--- config.mk ---
export PLATFORM = sky130hd
export DESIGN_NAME = cache_ctl
export DESIGN_NICKNAME = d
export VERILOG_FILES = /design/src/rtl/cache_ctl.sv
export SDC_FILE = /design/constraint.sdc
export NUM_CORES = 1
export LEC_CHECK = 0
export CAP_MARGIN = 0
export CORE_MARGIN = 4
export CORE_UTILIZATION = 45
export CTS_CLUSTER_DIAMETER = 60
export DETAILED_ROUTE_END_ITERATION = 10
export GPL_ROUTABILITY_DRIVEN = 0
export PLACE_DENSITY = 0.69
export SKIP_LAST_GASP = 1
export SLEW_MARGIN = 20
export SYNTH_ARGS = -nofsm -noshare
export SYNTH_HDL_FRONTEND = slang
export SYNTH_SLANG_ARGS = --single-unit
--- constraint.sdc ---
create_clock -name clk -period 3.7 [get_ports clk]
set_input_delay 0.74 -clock clk [delete_from_list [all_inputs] [get_ports clk]]
set_output_delay 0.74 -clock clk [all_outputs]
set_load 0.005 [all_outputs]
--- src/rtl/cache_ctl.sv ---
module cache_ctl #(
  parameter int ADDR_W     = 8,
  parameter int DATA_W     = 16,
  parameter int IDX_W      = 2,
  parameter int OFF_W      = 2,
  parameter bit WRITE_BACK = 1'b1
) (
  input  logic              clk,
  input  logic              rst_n,
  input  logic              cpu_req,
  input  logic              cpu_we,
  input  logic [ADDR_W-1:0] cpu_addr,
  input  logic [DATA_W-1:0] cpu_wdata,
  output logic [DATA_W-1:0] cpu_rdata,
  output logic              cpu_ready,
  output logic              mem_req,
  output logic              mem_we,
  output logic [ADDR_W-1:0] mem_addr,
  output logic [DATA_W-1:0] mem_wdata,
  input  logic [DATA_W-1:0] mem_rdata,
  input  logic              mem_ack
);
  localparam int TAG_W = ADDR_W - IDX_W - OFF_W;
  localparam int LINES = 1 << IDX_W;
  localparam int WORDS = 1 << OFF_W;

  typedef enum logic [1:0] {S_IDLE, S_WBACK, S_FILL, S_WTHRU} st_t;

  st_t                      st_q;
  logic [TAG_W-1:0]         tag_q [LINES];
  logic [DATA_W-1:0]        dat_q [LINES*WORDS];
  logic [LINES-1:0]         vld_q, dty_q;
  logic [OFF_W-1:0]         cnt_q;

  wire [TAG_W-1:0] a_tag = cpu_addr[ADDR_W-1 -: TAG_W];
  wire [IDX_W-1:0] a_idx = cpu_addr[OFF_W +: IDX_W];
  wire [OFF_W-1:0] a_off = cpu_addr[OFF_W-1:0];
  wire             hit   = vld_q[a_idx] && (tag_q[a_idx] == a_tag);
  wire             last  = &cnt_q;

  assign cpu_rdata = dat_q[{a_idx, a_off}];
  assign cpu_ready = (st_q == S_IDLE) ? (cpu_req && hit && (WRITE_BACK || !cpu_we))
                                      : (st_q == S_WTHRU && mem_ack);
  assign mem_req   = (st_q != S_IDLE);
  assign mem_we    = (st_q == S_WBACK) || (st_q == S_WTHRU);

  always_comb begin
    case (st_q)
      S_WBACK: mem_addr = {tag_q[a_idx], a_idx, cnt_q};
      S_FILL:  mem_addr = {a_tag, a_idx, cnt_q};
      default: mem_addr = cpu_addr;
    endcase
  end

  assign mem_wdata = (st_q == S_WBACK) ? dat_q[{a_idx, cnt_q}] : cpu_wdata;

  always_ff @(posedge clk or negedge rst_n) begin
    if (!rst_n) begin
      st_q  <= S_IDLE;
      vld_q <= '0;
      dty_q <= '0;
      cnt_q <= '0;
    end else begin
      case (st_q)
        S_IDLE: if (cpu_req) begin
          if (cpu_we && !WRITE_BACK) begin
            st_q <= S_WTHRU;
          end else if (hit) begin
            if (cpu_we) dty_q[a_idx] <= 1'b1;
          end else begin
            cnt_q <= '0;
            if (WRITE_BACK && vld_q[a_idx] && dty_q[a_idx]) begin
              st_q <= S_WBACK;
            end else begin
              st_q         <= S_FILL;
              vld_q[a_idx] <= 1'b0;
            end
          end
        end
        S_WBACK: if (mem_ack) begin
          cnt_q <= cnt_q + 1'b1;
          if (last) begin
            st_q         <= S_FILL;
            dty_q[a_idx] <= 1'b0;
            vld_q[a_idx] <= 1'b0;
          end
        end
        S_FILL: if (mem_ack) begin
          cnt_q <= cnt_q + 1'b1;
          if (last) begin
            st_q         <= S_IDLE;
            vld_q[a_idx] <= 1'b1;
            dty_q[a_idx] <= 1'b0;
          end
        end
        default: if (mem_ack) st_q <= S_IDLE;
      endcase
    end
  end

  always_ff @(posedge clk) begin
    case (st_q)
      S_IDLE:  if (cpu_req && cpu_we && WRITE_BACK && hit) dat_q[{a_idx, a_off}] <= cpu_wdata;
      S_FILL:  if (mem_ack) begin
        dat_q[{a_idx, cnt_q}] <= mem_rdata;
        if (last) tag_q[a_idx] <= a_tag;
      end
      S_WTHRU: if (mem_ack && hit) dat_q[{a_idx, a_off}] <= cpu_wdata;
      default: ;
    endcase
  end

  p_stall_ready_r3: assert property (@(posedge clk) disable iff (!rst_n)
    (st_q == S_WBACK || st_q == S_FILL) |-> !cpu_ready);

  p_fill_invalid_r3: assert property (@(posedge clk) disable iff (!rst_n)
    (st_q == S_FILL) |-> !vld_q[a_idx]);

  p_valid_after_fill_r3: assert property (@(posedge clk) disable iff (!rst_n)
    (st_q == S_FILL && mem_ack && last) |=> vld_q[$past(a_idx)]);

  p_read_hit_local_r2: assert property (@(posedge clk) disable iff (!rst_n)
    (cpu_ready && !cpu_we) |-> !mem_req);

  p_wb_then_fill_r8: assert property (@(posedge clk) disable iff (!rst_n)
    (st_q == S_WBACK && mem_ack && last) |=> (mem_req && !mem_we && st_q == S_FILL));

  p_hold_r11: assert property (@(posedge clk) disable iff (!rst_n)
    (mem_req && !mem_ack) |=> (mem_req && $stable(mem_addr) && $stable(mem_we)));

  generate
    if (!WRITE_BACK) begin : g_wt_chk
      p_never_dirty_r4: assert property (@(posedge clk) disable iff (!rst_n)
        dty_q == '0);
    end
  endgenerate
endmodule

==> results.py, run 1 <==
metrics = {
    "sta": {
        "rsz0062_at_grt": "true",
        "worst_pin_slew_ns": 0.637,
        "finalClockSkew_ns": 0.0182,
        "drv_slew": 0,
        "setup_viol": 4,
        "relSlewSlack_pct": 57.5,
        "fin_tns_setup_ns": -0.0746,
        "post-route-period-util_pct": 101,
        "finalCriticalPeriod_ns": 3.73,
        "hold_violations": 0,
        "fmax_mhz": 268,
        "fin_ws_ns": -0.0320,
    },
    "synth": {
        "synth_seq_cells": 284,
        "synth_edf_count": 272,
        "syn-cell-area_um2": 13600,
        "avgSynthCellArea_um2": 20.7,
        "synth_fp_nets": 709,
        "syn-instance-count": 659,
        "async_flop_share_pct": 4.23,
        "ys_seq_area_share_pct": 62.2,
        "synthFlopType": "edfxtp_1",
        "ys_types": 46,
        "ys.warnings.count": 0,
    },
    "global_routing": {
        "grt_first_pass_wirelength_um": 51000,
        "grt_start_max_net_pins": 41,
        "antenna_found_initial": 0,
        "track_usage_pct": 20.5,
        "grt_pass1_vias": 8023,
        "overflow": 0,
    },
    "setup_path": {
        "worstSetupStartpoint": "cnt_q[0]",
        "crit_family": "multiplexers",
        "slowest_delay_ns": 0.54,
        "worstPathCellList": "buf_4, buf_12, buf_4, buf_12, mux4_2, mux4_2, mux2_2, dlymetal6s2s_1",
        "reg2reg_slack_ns": 1.01,
        "timing.rr.end": "dat_q[8][9]",
        "critPathCapture": "mem_wdata[0]",
        "worstSetupPathType": "register to output port",
        "worstPathRequired_ns": 2.96,
        "startpoint_type": "register",
        "rr_worst_depth": 7,
        "crit_path_end_kind": "output port",
        "r2r-start": "tag_q[2][3]",
        "critPathMaxFanout": 5,
        "critPathSlowestCell": "dfrtp_4",
        "cp.buffers_inverters": 5,
        "arrival_ns": 2.99,
        "critical_path_depth": 8,
    },
    "power_and_ir_drop": {
        "power_density_nw_per_um2": 630,
        "irDropWorstVdd_uv": 424,
        "power_leakage_uw": 0.00543,
    },
    "clock_tree": {
        "hold_buffers": 0,
        "clkSlewWorstSetupHoldPaths_ns": 0.06,
        "ctsHtreeMaxLevel": 1,
        "cts.sinks": 284,
        "cts_tree": "done",
        "cts_buffers": 30,
        "clk_latency_ns": 0.55,
        "root_buffer": "clkbuf_16",
        "clockBufferDepth": 3,
    },
    "die": {
        "dieArea_um2": 33100,
        "start_util_pct": 45.8,
        "die_y_um": 182,
        "dieWidth_um": 182,
        "io_pins": 88,
        "fp-row-count": 63,
        "coreArea_um2": 29700,
    },
    "detailed_routing": {
        "post_drt_via_cell_ratio": 6.18,
        "wirelength_um": 33300,
        "final_antenna_net_count": 0,
        "vias": 7493,
        "routedWlPerCell_um": 27.5,
        "drtIter0Drc": 681,
        "drc_errors": 0,
        "drt_pass1_iterations": 5,
    },
    "placed_design": {
        "dp_hpwl_um": 20600,
        "placed_area_um2": 15300,
        "port_buffers": 87,
    },
    "cells_and_area": {
        "drive_gt1_share_pct": 43.0,
        "final_cell_mix": "272 x edfxtp_1, 166 x mux4_2, 67 x clkdlybuf4s50_1",
        "antenna_cells": 0,
        "syn_to_final_growth_pct": 22.2,
        "layout_commonest_cell": "edfxtp_1",
        "n_fill_cell": 2213,
        "finalNetCount": 850,
        "stdcell_area_um2": 16600,
    },
    "worst_hold_path": {
        "hp-class": "register to register",
        "holdPathStages": 1,
    },
    "outcome": {
        "violations": "negative setup slack",
        "status": "complete, but fails checks",
    },
    "job": {
        "maxCapViolCount": 0,
    },
}
==> logic make-up (layout without fill, tap and decap cells) <==
| kind of cell | after synthesis | count (layout) | share of synthesized area [%] |
|---|---|---|---|
| mux | 202 | 202 | 30.4 |
| compound gates | 41 | 41 | 2.23 |
| buf+inv | 59 | 223 | 1.88 |
| simple gates | 64 | 64 | 2.38 |
| xor+xnor | 4 | 4 | 0.423 |
| flops | 284 | 284 | 62.2 |
| fa+ha+maj | 5 | 5 | 0.459 |
==> synth_stat cells (5+ instances only) <==
| cell type | count | share of area (%) |
|---|---|---|
| a21oi_1 | 8 | 0.29 |
| buf_1 | 6 | 0.17 |
| buf_2 | 16 | 0.59 |
| clkbuf_1 | 28 | 0.77 |
| dfrtp_1 | 12 | 2.2 |
| edfxtp_1 | 272 | 60 |
| ha_1 | 5 | 0.46 |
| inv_1 | 6 | 0.17 |
| mux2_2 | 32 | 2.6 |
| mux4_2 | 166 | 27 |
| nand2_1 | 14 | 0.39 |
| nand3_1 | 5 | 0.18 |
| nor2_1 | 22 | 0.61 |
| o22ai_1 | 5 | 0.23 |
==> flip-flops by register name (all words and copies together) (netlist names), named ones only <==
signal  cells
dat_q     256
tag_q      16
st_q        2
cnt_q       2
==> layer usage <==
metal | vias up | routed length [um] | GRT usage, %
met4 | 0 | 686 | 4.98
li1 | 3147 | - | -
met2 | 320 | 16700 | 34.3
met5 | - | 0 | 0
met3 | 45 | 2350 | 3.17
met1 | 3981 | 13600 | 28.8
==> power breakdown <==
group / internal (uW) / switching [uW] / leakage [uW]
sequential: 3900 / 99.7 / 0.00260
combinational: 1880 / 1610 / 0.00235
clock: 1800 / 1200 / 0.000481
total: 7580 / 2910 / 0.00543
==> per-stage QoR <==
stage	setup WS [ns]	cells	utilization [%]	hold WS [ns]	total power, uW
after global placement	0.118	1135	51.6	0.463	7040
final	-0.0320	1213	56.0	0.483	10500
after floorplan	0.410	659	-	0.444	6070
after detailed placement	0.0905	1135	51.6	0.476	7130
after global routing	-0.0957	1213	56.0	0.510	11000
after CTS	-0.130	1209	56.0	0.489	10600
==> how the worst min path moves through the flow <==
| stage | end | startpoint |
|---|---|---|
| 2_1_floorplan | async pin | rst_n |
| 3_3_place_gp | register | register |
| 3_5_place_dp | register | register |
| 4_1_cts | register | register |
| 5_1_grt | register | register |
| 6_report | register | register |
==> what timing repair did <==
| item | CTS | global route |
|---|---|---|
| resized for setup | 63 | 14 |
| endpoints found under the setup margin | 16 | 12 |
| setup buffers | 14 | 8 |
| cloned | 6 | 0 |
==> cell type report <==
class	count	area [um^2]	area share, %
clock buffer	36	795	4.77
clock inverter	19	195	1.17
inverter	6	22.5	0.135
multi-input combinational	316	4940	29.7
sequential	284	8480	50.9
tap	390	488	2.93
timing repair buffer	162	1720	10.4
Note: power is estimated with default switching activity, not from simulation.
==> inputs of run 2 (changes only) <==
--- a/config.mk
+++ b/config.mk
@@ -11,7 +11,9 @@
 export CTS_CLUSTER_DIAMETER = 60
 export DETAILED_ROUTE_END_ITERATION = 10
 export GPL_ROUTABILITY_DRIVEN = 0
+export GPL_TIMING_DRIVEN = 0
 export PLACE_DENSITY = 0.69
+export REMOVE_ABC_BUFFERS = 1
 export SKIP_LAST_GASP = 1
 export SLEW_MARGIN = 20
 export SYNTH_ARGS = -nofsm -noshare
==> constraint.sdc (replaced) <==
create_clock -name clk -period 3.8 [get_ports clk]
set_input_delay 0.76 -clock clk [delete_from_list [all_inputs] [get_ports clk]]
set_output_delay 0.76 -clock clk [all_outputs]
set_load 0.005 [all_outputs]
==> results.py, run 2 (synthesis results as in run 1) <==
metrics = {
    "power_and_ir_drop": {
        "power_density_nw_per_um2": 619,
        "switchingPower_uw": 2980,
        "seqPwrFrac_pct": 37.2,
        "power_frac_clock_pct": 29.6,
        "combPwrFrac_pct": 33.3,
        "intPower_uw": 7580,
        "irDropWorstVdd_uv": 396,
        "power_leakage_uw": 0.00557,
        "swShare_pct": 28.2,
    },
    "global_routing": {
        "overflow": 0,
        "grt.busiest_layer": "met2",
        "grt_pass1_vias": 7882,
        "grtUsageMet3_pct": 4.43,
        "grt_start_max_net_pins": 43,
        "grt_first_pass_wirelength_um": 51600,
        "use_met2_pct": 34.4,
        "track_usage_pct": 21.0,
        "antenna_found_initial": 0,
        "met1_usage_pct": 29.6,
    },
    "cells_and_area": {
        "stdcell_area_um2": 17100,
        "top_register": "dat_q",
        "finalNetCount": 837,
        "antenna_cells": 0,
        "fin_cells": 1201,
        "drive_gt1_share_pct": 43.3,
        "top_regs": "dat_q (256), tag_q (16)",
        "layout_commonest_cell": "edfxtp_1",
        "syn_to_final_growth_pct": 25.3,
        "largest_register_ffs": 256,
        "final_cell_mix": "272 x edfxtp_1, 166 x mux4_2, 69 x clkdlybuf4s50_1",
    },
    "sta": {
        "fin_tns_setup_ns": -0.0113,
        "holdWs_ns": 0.491,
        "drv_slew": 0,
        "hold_violations": 0,
        "setup_viol": 1,
        "finalClockSkew_ns": 0.00832,
        "rsz0062_at_grt": "true",
        "relSlewSlack_pct": 48.0,
        "post-route-period-util_pct": 100,
        "fin_ws_ns": -0.0113,
        "finalCriticalPeriod_ns": 3.81,
        "worst_pin_slew_ns": 0.778,
        "fmax_mhz": 262,
    },
    "detailed_routing": {
        "wirelength_um": 35100,
        "post_drt_via_cell_ratio": 6.35,
        "routedWlPerCell_um": 29.2,
        "final_antenna_net_count": 0,
        "vias": 7626,
        "drc_errors": 0,
        "drtIter0Drc": 703,
        "drt_pass1_iterations": 5,
    },
    "setup_path": {
        "worstSetupPathType": "register to output port",
        "timing.rr.end": "dat_q[6][14]",
        "r2r-start": "tag_q[3][2]",
        "reg2reg_slack_ns": 0.72,
        "rr_worst_depth": 7,
        "critPathMaxFanout": 8,
        "worstPathRequired_ns": 3.04,
        "crit_path_end_kind": "output port",
        "arrival_ns": 3.05,
        "startpoint_type": "register",
    },
    "worst_hold_path": {
        "holdPathStages": 1,
        "hp-class": "register to register",
    },
    "outcome": {
        "violations": "negative setup slack",
        "status": "complete, but fails checks",
    },
    "die": {
        "coreArea_um2": 29700,
        "dieWidth_um": 182,
        "start_util_pct": 45.8,
        "dieArea_um2": 33100,
        "io_pins": 88,
        "die_y_um": 182,
        "fp-row-count": 63,
    },
    "placed_design": {
        "dp.cells": 1104,
        "dp_hpwl_um": 20100,
        "placed_area_um2": 15400,
        "port_buffers": 87,
        "pre_cts_ws_ns": -0.392,
    },
    "clock_tree": {
        "clkSlewWorstSetupHoldPaths_ns": 0.06,
        "ctsHtreeMaxLevel": 1,
        "clk_latency_ns": 0.55,
        "cts_tree": "done",
        "root_buffer": "clkbuf_16",
        "hold_buffers": 0,
        "cts_buffers": 30,
        "cts.sinks": 284,
        "clockBufferDepth": 3,
    },
    "job": {
        "maxCapViolCount": 0,
    },
}
==> run 2: changes by cell type in the layout (fill, tap and decap cells not counted), moves of 10 or more <==
cell            previous run  this run
buf_12                    19         5
buf_16                     4        21
buf_2                     10         0
buf_4                     48        29
dlymetal6s2s_1             1        14
nor2_1                    16         6
nor2_4                     0        16
==> run 2: area by class of cell <==
| cell class | count | area (um^2) |
|---|---|---|
| flip-flops and latches | 284 | 8480 |
| repair buffers | 149 | 1970 |
| clock buffers | 33 | 783 |
| inverters | 6 | 22.5 |
| fillers | 2125 | 12700 |
| clock inverters | 23 | 287 |
| well taps | 390 | 488 |
| multi-input cells | 316 | 5030 |
==> run 2: how the worst max path moves through the flow <==
stage	depth (start not counted)	startpoint	endpoint	slack, ns
6_report	8	cnt_q[0]	mem_wdata[13]	-0.01
5_1_grt	6	cnt_q[0]	mem_wdata[9]	-0.08
4_1_cts	6	cnt_q[0]	mem_wdata[4]	-0.11
3_5_place_dp	8	cpu_addr[2]	cpu_ready	-0.39
3_3_place_gp	4	cpu_addr[0]	dat_q[1][15]	-4.05
2_1_floorplan	3	cnt_q[0]	mem_wdata[0]	-1.04
==> run 2: through the flow <==
stage	util (%)	total power, uW
final	57.4	10600
after global placement	49.6	6850
after floorplan	-	5900
after CTS	56.5	10400
after detailed placement	51.7	6940
after global routing	57.4	11000
==> run 2: worst max-delay path, cell delays in order (launching register included) <==
cell            delay, ns
dfrtp_4              0.51
buf_16               0.17
buf_4                0.15
buf_16               0.15
buf_4                0.14
mux4_2               0.42
mux4_2               0.53
mux2_2               0.29
dlymetal6s2s_1       0.15
==> run 2: repair_timing <==
item / CTS / global route
resized for setup: 14 / 20
gates cloned: 6 / 2
endpoints found under the setup margin: 22 / 25
pin swaps: 1 / 2
setup buffers: 9 / 24
==> run 2: power by group through the flow <==
stage / registers [uW] / logic (uW) / clock network [uW]
final: 3930 / 3510 / 3120
after global routing: 3940 / 3730 / 3290
after CTS: 3920 / 3280 / 3170
after detailed placement: 4070 / 2870 / 0
after global placement: 4300 / 2550 / 0
after floorplan: 4140 / 1760 / 0
==> run 2: routing by layer <==
| layer | vias up | part of all wire, % |
|---|---|---|
| met3 | 66 | 8.4 |
| met5 | - | 0 |
| met2 | 363 | 49 |
| met4 | 0 | 2.3 |
| li1 | 3122 | - |
| met1 | 4075 | 40 |
==> inputs of run 3 (changes only) <==
--- a/config.mk
+++ b/config.mk
@@ -5,8 +5,8 @@
 export SDC_FILE = /design/constraint.sdc
 export NUM_CORES = 1
 export LEC_CHECK = 0
-export CAP_MARGIN = 0
-export CORE_MARGIN = 4
+export CAP_MARGIN = 20
+export CORE_MARGIN = 8
 export CORE_UTILIZATION = 45
 export CTS_CLUSTER_DIAMETER = 60
 export DETAILED_ROUTE_END_ITERATION = 10
==> results.py, run 3 (synthesis results as in run 1) <==
metrics = {
    "sta": {
        "rsz0062_at_grt": "true",
        "relSlewSlack_pct": 46.2,
        "holdWs_ns": 0.482,
        "setup_viol": 0,
        "fmax_mhz": 266,
        "hold_violations": 0,
        "finalCriticalPeriod_ns": 3.76,
        "post-route-period-util_pct": 98.9,
        "finalClockSkew_ns": 0.0201,
        "worst_pin_slew_ns": 0.805,
        "drv_slew": 0,
    },
    "setup_path": {
        "startpoint_type": "register",
        "critPathMaxFanout": 6,
        "critical_path_depth": 8,
        "crit_family": "multiplexers",
        "slowest_delay_ns": 0.52,
        "worstPathRequired_ns": 3.04,
        "worstSetupStartpoint": "cnt_q[0]",
        "worstPathCellList": "buf_4, buf_8, buf_4, buf_16, mux4_2, mux4_2, mux2_2, dlymetal6s2s_1",
        "crit_path_end_kind": "output port",
        "critPathSlowestCell": "dfrtp_4",
        "arrival_ns": 3.00,
        "rr_worst_depth": 6,
        "worstSetupPathType": "register to output port",
        "cp.buffers_inverters": 5,
        "r2r-start": "tag_q[3][3]",
    },
    "cells_and_area": {
        "fin_cells": 1194,
        "final_cell_mix": "272 x edfxtp_1, 166 x mux4_2, 66 x clkdlybuf4s50_1",
        "finalNetCount": 833,
        "top_regs": "dat_q (256), tag_q (16)",
        "largest_register_ffs": 256,
        "syn_to_final_growth_pct": 23.9,
        "multi_input_area_um2": 5020,
        "top_register": "dat_q",
        "n_fill_cell": 2150,
        "final_util_pct": 56.8,
        "layout_commonest_cell": "edfxtp_1",
        "antenna_cells": 0,
        "drive_gt1_share_pct": 41.7,
        "seqCellArea_um2": 8480,
    },
    "die": {
        "dieWidth_um": 190,
        "dieArea_um2": 36100,
        "coreArea_um2": 29700,
        "fp-row-count": 63,
        "die_y_um": 190,
        "io_pins": 88,
        "start_util_pct": 45.8,
    },
    "clock_tree": {
        "clockBufferDepth": 3,
        "ctsHtreeMaxLevel": 1,
        "hold_buffers": 0,
        "clk_latency_ns": 0.56,
        "cts_buffers": 30,
        "clkSlewWorstSetupHoldPaths_ns": 0.06,
        "root_buffer": "clkbuf_16",
        "cts_tree": "done",
        "cts.sinks": 284,
    },
    "job": {
        "maxCapViolCount": 0,
    },
    "detailed_routing": {
        "routedWlPerCell_um": 30.2,
        "drt_pass1_iterations": 5,
        "final_antenna_net_count": 0,
        "drc_errors": 0,
        "drtIter0Drc": 681,
        "wirelength_um": 36100,
        "post_drt_via_cell_ratio": 6.37,
        "vias": 7601,
    },
    "global_routing": {
        "grt_first_pass_wirelength_um": 53600,
        "overflow": 0,
        "grt_start_max_net_pins": 50,
        "grt_pass1_vias": 8169,
        "antenna_found_initial": 0,
        "track_usage_pct": 20.1,
    },
    "placed_design": {
        "dp.cells": 1103,
        "port_buffers": 87,
        "dp_hpwl_um": 20700,
    },
    "power_and_ir_drop": {
        "finalPower_uw": 10200,
        "irDropWorstVdd_uv": 396,
        "power_density_nw_per_um2": 604,
        "power_leakage_uw": 0.00548,
    },
    "outcome": {
        "status": "finished clean",
    },
    "worst_hold_path": {
        "hp-class": "register to register",
        "holdPathStages": 1,
    },
}
==> run 3: cell types whose count changed in the layout (fill, tap and decap cells not counted), moves of 3 or more <==
cell and delta:
clkinvlp_4 -5, bufinv_16 -4, dlygate4sd2_1 +3, buf_4 -6, clkdlybuf4s50_1 -3, clkbuf_1 +6
==> run 3: worst reg2reg max path, stage by stage (launching register included) <==
cell      delay (ns)
edfxtp_1        0.36
mux4_2          0.53
xnor2_2         0.24
nand3_4         0.15
o31ai_4         0.44
o21ai_2         0.25
nor2_4          0.69
==> run 3: what timing repair did <==
action	4_1_cts	5_1_grt
buffers inserted	21	11
setup endpoints to repair	22	23
pin swaps	2	0
cloned	5	2
resized for setup	19	19
==> run 3: path summary, 6_finish.rpt <==
kind                       slack (ns)           end
min in group asynchronous        0.58     async pin
min reg2reg                      0.48      register
min                              0.48      register
max                              0.04  mem_wdata[1]
max in group asynchronous        2.78      cnt_q[0]
max reg2reg                      0.76  dat_q[6][13]
==> run 3: area by class of cell <==
| cell class | instances | area share (%) |
|---|---|---|
| Sequential cell | 284 | 50.2 |
| Clock buffer | 38 | 4.63 |
| Tap cell | 390 | 2.89 |
| Timing Repair Buffer | 145 | 11.5 |
| Multi-Input combinational cell | 316 | 29.7 |
| Clock inverter | 15 | 0.808 |
| Inverter | 6 | 0.134 |
==> run 3: report_power, final <==
group / total, uW / internal, uW / switching (uW)
registers: 3890 / 3790 / 95.8
clock network: 2780 / 1580 / 1190
logic: 3520 / 1890 / 1630
==> run 3: metal layers <==
metal | up-vias | track usage [%] | wire length [um]
met3 | 61 | 3.86 | 2780
li1 | 3117 | - | -
met1 | 4080 | 27.2 | 14500
met4 | 0 | 5.68 | 908
met5 | - | 0 | 0
met2 | 343 | 33.0 | 17900
==> run 3: through the flow <==
stage               TNS (ns)  cell area [um^2]  setup WS [ns]
global route         -0.0794             16900        -0.0476
finish                     0             16900         0.0418
floorplan             -73.23             13400          -1.04
detailed placement    -53.28             15400         -0.402
global placement    -1126.25             14700          -4.07
CTS                   -0.666             16700        -0.0974
